==> config.mk <==
export PLATFORM = sky130hd
export DESIGN_NAME = segCacheUnit
export DESIGN_NICKNAME = d
export VERILOG_FILES = /design/src/rtl/segCachePkg.sv /design/src/rtl/segCtrl.sv /design/src/rtl/segDatapath.sv /design/src/rtl/segCacheUnit.sv
export SDC_FILE = /design/constraint.sdc
export NUM_CORES = 1
export LEC_CHECK = 0
export BUFFER_PORTS_ARGS = -buffer_cell sky130_fd_sc_hd__buf_2
export CAP_MARGIN = 20
export CORE_ASPECT_RATIO = 0.6
export CORE_MARGIN = 5
export CORE_UTILIZATION = 37
export DETAILED_ROUTE_END_ITERATION = 8
export PLACE_DENSITY = 0.5
export SYNTH_ARGS = -nofsm -noshare
export SYNTH_HDL_FRONTEND = slang
export SYNTH_SLANG_ARGS = --single-unit
==> constraint.sdc <==
create_clock -name clk -period 4.2 [get_ports clk]
set_input_delay 0.63 -clock clk [delete_from_list [all_inputs] [get_ports clk]]
set_output_delay 0.63 -clock clk [all_outputs]
set_load 0.01 [all_outputs]
==> src/rtl/segCachePkg.sv <==
package segCachePkg;

  typedef enum logic [1:0] {
    MODE_REAL = 2'd0,
    MODE_PROT = 2'd1,
    MODE_VM86 = 2'd2,
    MODE_RSVD = 2'd3
  } cpuMode_e;

  localparam int MAX_SEG = 8;

  typedef struct packed {
    logic [MAX_SEG-1:0] ldOneHot;
    logic               ldUseDesc;
    logic               clrLimits;
    logic               accEn;
  } segStrobe_t;

endpackage

==> src/rtl/segCtrl.sv <==
module segCtrl
  import segCachePkg::*;
#(
  parameter int NUM_SEG   = 6,
  parameter int SEG_IDX_W = 3
) (
  input  logic                 clk,
  input  logic                 rstN,
  input  logic [1:0]           mode,
  input  logic                 ldValid,
  input  logic [SEG_IDX_W-1:0] ldSeg,
  input  logic                 accValid,
  output segStrobe_t           strobe
);

  localparam logic [SEG_IDX_W-1:0] LAST_SEG = SEG_IDX_W'(NUM_SEG - 1);

  cpuMode_e curMode;
  cpuMode_e prevMode;

  assign curMode = cpuMode_e'(mode);

  // previous mode, used to detect entry into VM86
  always_ff @(posedge clk or negedge rstN) begin
    if (!rstN) prevMode <= MODE_REAL;
    else       prevMode <= curMode;
  end

  always_comb begin
    strobe = '0;
    if (ldValid && (ldSeg <= LAST_SEG)) strobe.ldOneHot[ldSeg] = 1'b1;
    strobe.ldUseDesc = (curMode == MODE_PROT);
    strobe.clrLimits = (curMode == MODE_VM86) && (prevMode != MODE_VM86);
    strobe.accEn     = accValid;
  end

endmodule

==> src/rtl/segDatapath.sv <==
module segDatapath
  import segCachePkg::*;
#(
  parameter int NUM_DATA  = 4,
  parameter int ADDR_W    = 32,
  parameter int SEL_W     = 16,
  parameter int SHIFT_W   = 4,
  parameter int SEG_IDX_W = 3
) (
  input  logic                 clk,
  input  logic                 rstN,
  input  segStrobe_t           strobe,
  input  logic [SEL_W-1:0]     ldSelector,
  input  logic [ADDR_W-1:0]    ldDescBase,
  input  logic [ADDR_W-1:0]    ldDescLimit,
  input  logic [SEG_IDX_W-1:0] accSeg,
  input  logic [ADDR_W-1:0]    accOffset,
  output logic                 rspValid,
  output logic [ADDR_W-1:0]    rspAddr,
  output logic                 rspFault
);

  localparam int NUM_SEG = NUM_DATA + 2;
  localparam int PAD_W   = ADDR_W - SEL_W - SHIFT_W;
  localparam logic [ADDR_W-1:0] SMALL_LIMIT = {{(ADDR_W-SEL_W){1'b0}}, {SEL_W{1'b1}}};

  logic [ADDR_W-1:0] realBase;
  logic [ADDR_W-1:0] loadBase;
  logic [ADDR_W-1:0] baseVec  [NUM_SEG];
  logic [ADDR_W-1:0] limitVec [NUM_SEG];
  logic              unusedHiBits;

  assign unusedHiBits = ^strobe.ldOneHot[MAX_SEG-1:NUM_SEG];
  assign realBase     = {{PAD_W{1'b0}}, ldSelector, {SHIFT_W{1'b0}}};
  assign loadBase     = strobe.ldUseDesc ? ldDescBase : realBase;

  for (genvar g = 0; g < NUM_SEG; g++) begin : gSeg
    logic [ADDR_W-1:0] baseR;

    always_ff @(posedge clk or negedge rstN) begin
      if (!rstN)                  baseR <= '0;
      else if (strobe.ldOneHot[g]) baseR <= loadBase;
    end
    assign baseVec[g] = baseR;

    if (g < NUM_DATA) begin : gData
      logic [ADDR_W-1:0] limitR;
      always_ff @(posedge clk or negedge rstN) begin
        if (!rstN)                                      limitR <= SMALL_LIMIT;
        else if (strobe.clrLimits)                      limitR <= SMALL_LIMIT;
        else if (strobe.ldOneHot[g] && strobe.ldUseDesc) limitR <= ldDescLimit;
      end
      assign limitVec[g] = limitR;
    end else begin : gFixed
      assign limitVec[g] = SMALL_LIMIT;
    end
  end

  logic              selHit;
  logic [ADDR_W-1:0] selBase;
  logic [ADDR_W-1:0] selLimit;
  logic              overLimit;
  logic [ADDR_W-1:0] sumAddr;

  always_comb begin
    selHit   = 1'b0;
    selBase  = '0;
    selLimit = '0;
    for (int i = 0; i < NUM_SEG; i++) begin
      if (accSeg == SEG_IDX_W'(i)) begin
        selHit   = 1'b1;
        selBase  = baseVec[i];
        selLimit = limitVec[i];
      end
    end
  end

  assign overLimit = !selHit || (accOffset > selLimit);
  assign sumAddr   = selBase + accOffset;

  always_ff @(posedge clk or negedge rstN) begin
    if (!rstN) begin
      rspValid <= 1'b0;
      rspFault <= 1'b0;
      rspAddr  <= '0;
    end else begin
      rspValid <= strobe.accEn;
      if (strobe.accEn) begin
        rspFault <= overLimit;
        rspAddr  <= overLimit ? '0 : sumAddr;
      end
    end
  end

endmodule

==> src/rtl/segCacheUnit.sv <==
module segCacheUnit
  import segCachePkg::*;
#(
  parameter int NUM_DATA  = 4,
  parameter int ADDR_W    = 32,
  parameter int SEL_W     = 16,
  parameter int SHIFT_W   = 4,
  parameter int SEG_IDX_W = 3
) (
  input  logic                 clk,
  input  logic                 rstN,
  input  logic [1:0]           mode,
  input  logic                 ldValid,
  input  logic [SEG_IDX_W-1:0] ldSeg,
  input  logic [SEL_W-1:0]     ldSelector,
  input  logic [ADDR_W-1:0]    ldDescBase,
  input  logic [ADDR_W-1:0]    ldDescLimit,
  input  logic                 accValid,
  input  logic [SEG_IDX_W-1:0] accSeg,
  input  logic [ADDR_W-1:0]    accOffset,
  output logic                 rspValid,
  output logic [ADDR_W-1:0]    rspAddr,
  output logic                 rspFault
);

  localparam int NUM_SEG = NUM_DATA + 2;

  segStrobe_t strobe;

  segCtrl #(
    .NUM_SEG  (NUM_SEG),
    .SEG_IDX_W(SEG_IDX_W)
  ) uCtrl (
    .clk     (clk),
    .rstN    (rstN),
    .mode    (mode),
    .ldValid (ldValid),
    .ldSeg   (ldSeg),
    .accValid(accValid),
    .strobe  (strobe)
  );

  segDatapath #(
    .NUM_DATA (NUM_DATA),
    .ADDR_W   (ADDR_W),
    .SEL_W    (SEL_W),
    .SHIFT_W  (SHIFT_W),
    .SEG_IDX_W(SEG_IDX_W)
  ) uData (
    .clk        (clk),
    .rstN       (rstN),
    .strobe     (strobe),
    .ldSelector (ldSelector),
    .ldDescBase (ldDescBase),
    .ldDescLimit(ldDescLimit),
    .accSeg     (accSeg),
    .accOffset  (accOffset),
    .rspValid   (rspValid),
    .rspAddr    (rspAddr),
    .rspFault   (rspFault)
  );

endmodule

==> flow_results.xml <==
<?xml version="1.0" encoding="UTF-8"?>
<metrics>
  <group name="status">
    <metric name="outcome" unit="">finished, final reports clean</metric>
  </group>
  <group name="placed_design">
    <metric name="place_congestion" unit="">0.892</metric>
    <metric name="place.port_buffers" unit="">157</metric>
    <metric name="detailed_place_hpwl" unit="um">41300</metric>
    <metric name="numPlacedInstances" unit="">2755</metric>
    <metric name="placed_area" unit="um2">20000</metric>
  </group>
  <group name="final_layout">
    <metric name="layout.nets" unit="">2334</metric>
    <metric name="fraction_of_final_layout_cells_with_drive_strength_greater_than_1" unit="%">18.1</metric>
    <metric name="synthToLayoutAreaGrowth" unit="%">16.6</metric>
    <metric name="final_cell_count_no_fill" unit="">2822</metric>
    <metric name="final_cell_area" unit="um2">21300</metric>
  </group>
  <group name="sta">
    <metric name="timing.max_slew.rel_slack" unit="%">36.4</metric>
    <metric name="fin_setup_tns" unit="ps">0</metric>
    <metric name="timing.final.crit_period" unit="ps">3640</metric>
    <metric name="fin_worst_hold_slack" unit="ps">150</metric>
    <metric name="slew_viol_final" unit="">0</metric>
    <metric name="grt_setup_unrepaired" unit="">false</metric>
    <metric name="finalClockSkew" unit="ps">23.5</metric>
    <metric name="worst_pin_slew" unit="ps">953</metric>
    <metric name="hold_viol_final" unit="">0</metric>
    <metric name="final_min_period_over_clock_period" unit="%">86.7</metric>
    <metric name="setup_viol" unit="">0</metric>
    <metric name="max_freq" unit="MHz">275</metric>
  </group>
  <group name="route">
    <metric name="via_count" unit="">15100</metric>
    <metric name="route.detailed.vias_per_inst" unit="">5.35</metric>
    <metric name="dr.pass1.iters" unit="">5</metric>
    <metric name="dr.first_iter.drc_count" unit="">1225</metric>
    <metric name="post_drt_wl_per_cell" unit="um">20.7</metric>
    <metric name="wirelength" unit="um">58500</metric>
    <metric name="drc_errors" unit="">0</metric>
    <metric name="route.antenna.remaining_nets" unit="">0</metric>
  </group>
  <group name="worst_setup_path">
    <metric name="cp_cell_sequence" unit="">buf_6 &gt; buf_12 &gt; buf_4 &gt; mux4_2 &gt; nand2_1 &gt; ha_1 &gt; a21oi_1 &gt; o21ai_0 &gt; a21oi_1 &gt; o2111ai_1 &gt; and2_1 &gt; buf_4 &gt; o311ai_1</metric>
    <metric name="critical_path.endpoint_type" unit="">flop</metric>
    <metric name="critical_path.max_stage_delay" unit="ps">540</metric>
    <metric name="startpoint_type" unit="">input port</metric>
    <metric name="cp_slowest_cell" unit="">mux4_2</metric>
    <metric name="worstSetupPathType" unit="">input port to flop</metric>
    <metric name="worst-path-max-fanout" unit="">16</metric>
    <metric name="critPathRequiredTime" unit="ps">4630</metric>
    <metric name="cp_data_arrival_time" unit="ps">4080</metric>
  </group>
  <group name="logic_synthesis">
    <metric name="ys_warn_count" unit="">0</metric>
    <metric name="postSynthRegisterBits" unit="">356</metric>
    <metric name="mappedNetlistNets" unit="">2198</metric>
    <metric name="count_of_mapped_cells_out_of_synthesis" unit="">2010</metric>
    <metric name="most_common_cell_in_the_netlist" unit="">nand2_1</metric>
    <metric name="synth_edf_count" unit="">0</metric>
    <metric name="async_flop_share" unit="%">100</metric>
    <metric name="synth_top_cells_by_count" unit="">nand2_1, dfrtp_1, o21ai_0</metric>
    <metric name="leading_area_contributor_after_synthesis" unit="">dfrtp_1</metric>
    <metric name="average_cell_area_after_synthesis" unit="um2">9.08</metric>
    <metric name="ys.flop_type" unit="">dfrtp_1</metric>
    <metric name="synth_cell_types" unit="">69</metric>
    <metric name="seq_area_frac_synth" unit="%">49.3</metric>
    <metric name="synth_largest_type_area_fraction" unit="%">40.1</metric>
    <metric name="yosys-top-cells-area" unit="">dfrtp_1, nand2_1, dfstp_2</metric>
    <metric name="synth.cell_area" unit="um2">18200</metric>
  </group>
  <group name="clock_tree">
    <metric name="postCtsHoldBufs" unit="">0</metric>
    <metric name="clock_path_buffers" unit="">3</metric>
    <metric name="clock_tree_from_tritoncts" unit="">built</metric>
    <metric name="cts_resized" unit="">0</metric>
    <metric name="htree_levels" unit="">2</metric>
    <metric name="cts.sinks" unit="">356</metric>
    <metric name="cts-buffers-inserted" unit="">38</metric>
    <metric name="clkLatencyLatePin" unit="ps">550</metric>
    <metric name="cts_setup_buffers" unit="">0</metric>
    <metric name="clkTransAtPathRegs" unit="ps">60</metric>
    <metric name="clk_tree_root_cell" unit="">clkbuf_16</metric>
  </group>
  <group name="floorplanning">
    <metric name="floorplan.initialDensity" unit="%">37.1</metric>
    <metric name="die-width" unit="um">297</metric>
    <metric name="design.die.area" unit="um2">54000</metric>
    <metric name="design.core.area" unit="um2">49100</metric>
    <metric name="rows" unit="">63</metric>
    <metric name="die-height" unit="um">182</metric>
    <metric name="i_o_pin_cnt" unit="">158</metric>
  </group>
  <group name="power">
    <metric name="p_total" unit="mW">9.03</metric>
    <metric name="power.ir.vdd_worst" unit="V">0.000310</metric>
    <metric name="leakagePower" unit="nW">9.89</metric>
    <metric name="power_density" unit="nW/um2">425</metric>
  </group>
  <group name="global_routing">
    <metric name="grt_pass1_vias" unit="">14700</metric>
    <metric name="grt_pass1_wl" unit="um">90300</metric>
    <metric name="initial_antenna_violation_count" unit="">1</metric>
    <metric name="grt-ovfl-total" unit="">0</metric>
    <metric name="grt_start_max_net_pins" unit="">110</metric>
    <metric name="track_usage" unit="%">21.5</metric>
  </group>
  <group name="job">
    <metric name="timing.max_cap.violations" unit="">0</metric>
  </group>
  <group name="worst_hold_path">
    <metric name="timing.hold.worst.class" unit="">input port to asynchronous set/reset pin</metric>
  </group>
</metrics>
## report_power, final
group | internal (mW) | leakage (nW) | switching, mW | total, mW
Sequential | 3.84 | 4.54 | 0.228 | 4.06
Combinational | 0.652 | 4.77 | 1.02 | 1.67
Clock | 1.87 | 0.583 | 1.43 | 3.30
Total | 6.36 | 9.89 | 2.68 | 9.03
## worst max-delay path, delay by kind of cell
kind	cells	cell delay, ps
buffers and inverters	4	760
and+or+nand+nor	2	430
muxes	1	540
adders and majority gates	1	230
AOI/OAI and AO/OA	5	1440
## flip-flops by register name, indices dropped and copies added (netlist names)
signal and count:
uData.gSeg.baseR 192, uData.gSeg.gData.limitR 128, uData.rspAddr 32, uCtrl.prevMode 2
uData.rspFault 1, uData.rspValid 1
## cells in the final DEF, fill, tap and decap left out, drive strengths merged, types with 4 or more instances in the layout
master / count
nand2: 551
dfrtp: 292
buf: 234
o21ai: 218
a21oi: 151
mux2i: 113
nor2: 94
nand3: 80
dfstp: 64
ha: 63
clkbuf: 55
o221ai: 32
inv: 26
a22o: 18
mux4: 16
nand2b: 12
xnor2: 12
a21o: 11
nand4: 9
nor3: 8
a32o: 7
or3: 7
and2: 6
a211oi: 6
nor2b: 6
clkinv: 6
o21a: 5
a22oi: 5
xor2: 5
o211ai: 4
o31ai: 4
o311ai: 4
## routing by layer
| layer | global-route usage, % | up-vias | share of wire (%) |
|---|---|---|---|
| met1 | 33.0 | 7334 | 49 |
| met4 | 5.37 | 0 | 2.3 |
| met2 | 31.0 | 444 | 42 |
| met3 | 4.19 | 87 | 6.1 |
| li1 | - | 7245 | - |
| met5 | 0 | - | 0 |
## cell type report
| cell class | instances | area, um2 |
|---|---|---|
| fill | 4815 | 27800 |
| clock inverter | 10 | 106 |
| clock buffer | 55 | 1080 |
| multi-input combinational | 1492 | 8670 |
| sequential | 356 | 8990 |
| tap | 650 | 813 |
| inverter | 24 | 90.1 |
| timing repair buffer | 234 | 1510 |
| antenna | 1 | 2.50 |
## path summary, 6_finish.rpt
kind / startpoint / end / slack [ps] / cells past startpoint
worst max-delay path: accSeg[0] / uData.rspAddr[26] / 560 / 13
worst min-delay path: rstN / uData.gSeg[1].gData.limitR[24] / 150 / 1
worst max register to register: uData.gSeg[3].gData.limitR[17] / uData.rspAddr[26] / 790 / 10
worst min register to register: uData.gSeg[5].baseR[10] / uData.gSeg[5].baseR[10] / 480 / 2
max in group asynchronous: rstN / uData.gSeg[5].baseR[12] / 2980 / 2
min in group clk: mode[0] / uCtrl.prevMode[0] / 250 / 1
## metrics by stage
| step | util, % | worst slack (ps) |
|---|---|---|
| 2_1_floorplan | - | 10.1 |
| 3_3_place_gp | 40.8 | 86.5 |
| 3_5_place_dp | 40.8 | 86.6 |
| 4_1_cts | 43.2 | 668 |
| 5_1_grt | 43.3 | 325 |
| 6_report | 43.3 | 559 |
## logic make-up (layout without fill, tap and decap cells)
family	Yosys count	after routing	share of synthesized area (%)
AO/OA/AOI/OAI	497	497	16.3
XOR/XNOR	17	17	0.816
adder cells (fa/ha/maj)	64	64	4.43
buffers and inverters	162	323	3.37
flip-flops	356	356	49.3
multiplexers	129	129	8.18
other	0	1	0
AND/OR/NAND/NOR	785	785	17.6
Power figures use the tool's default switching activity.
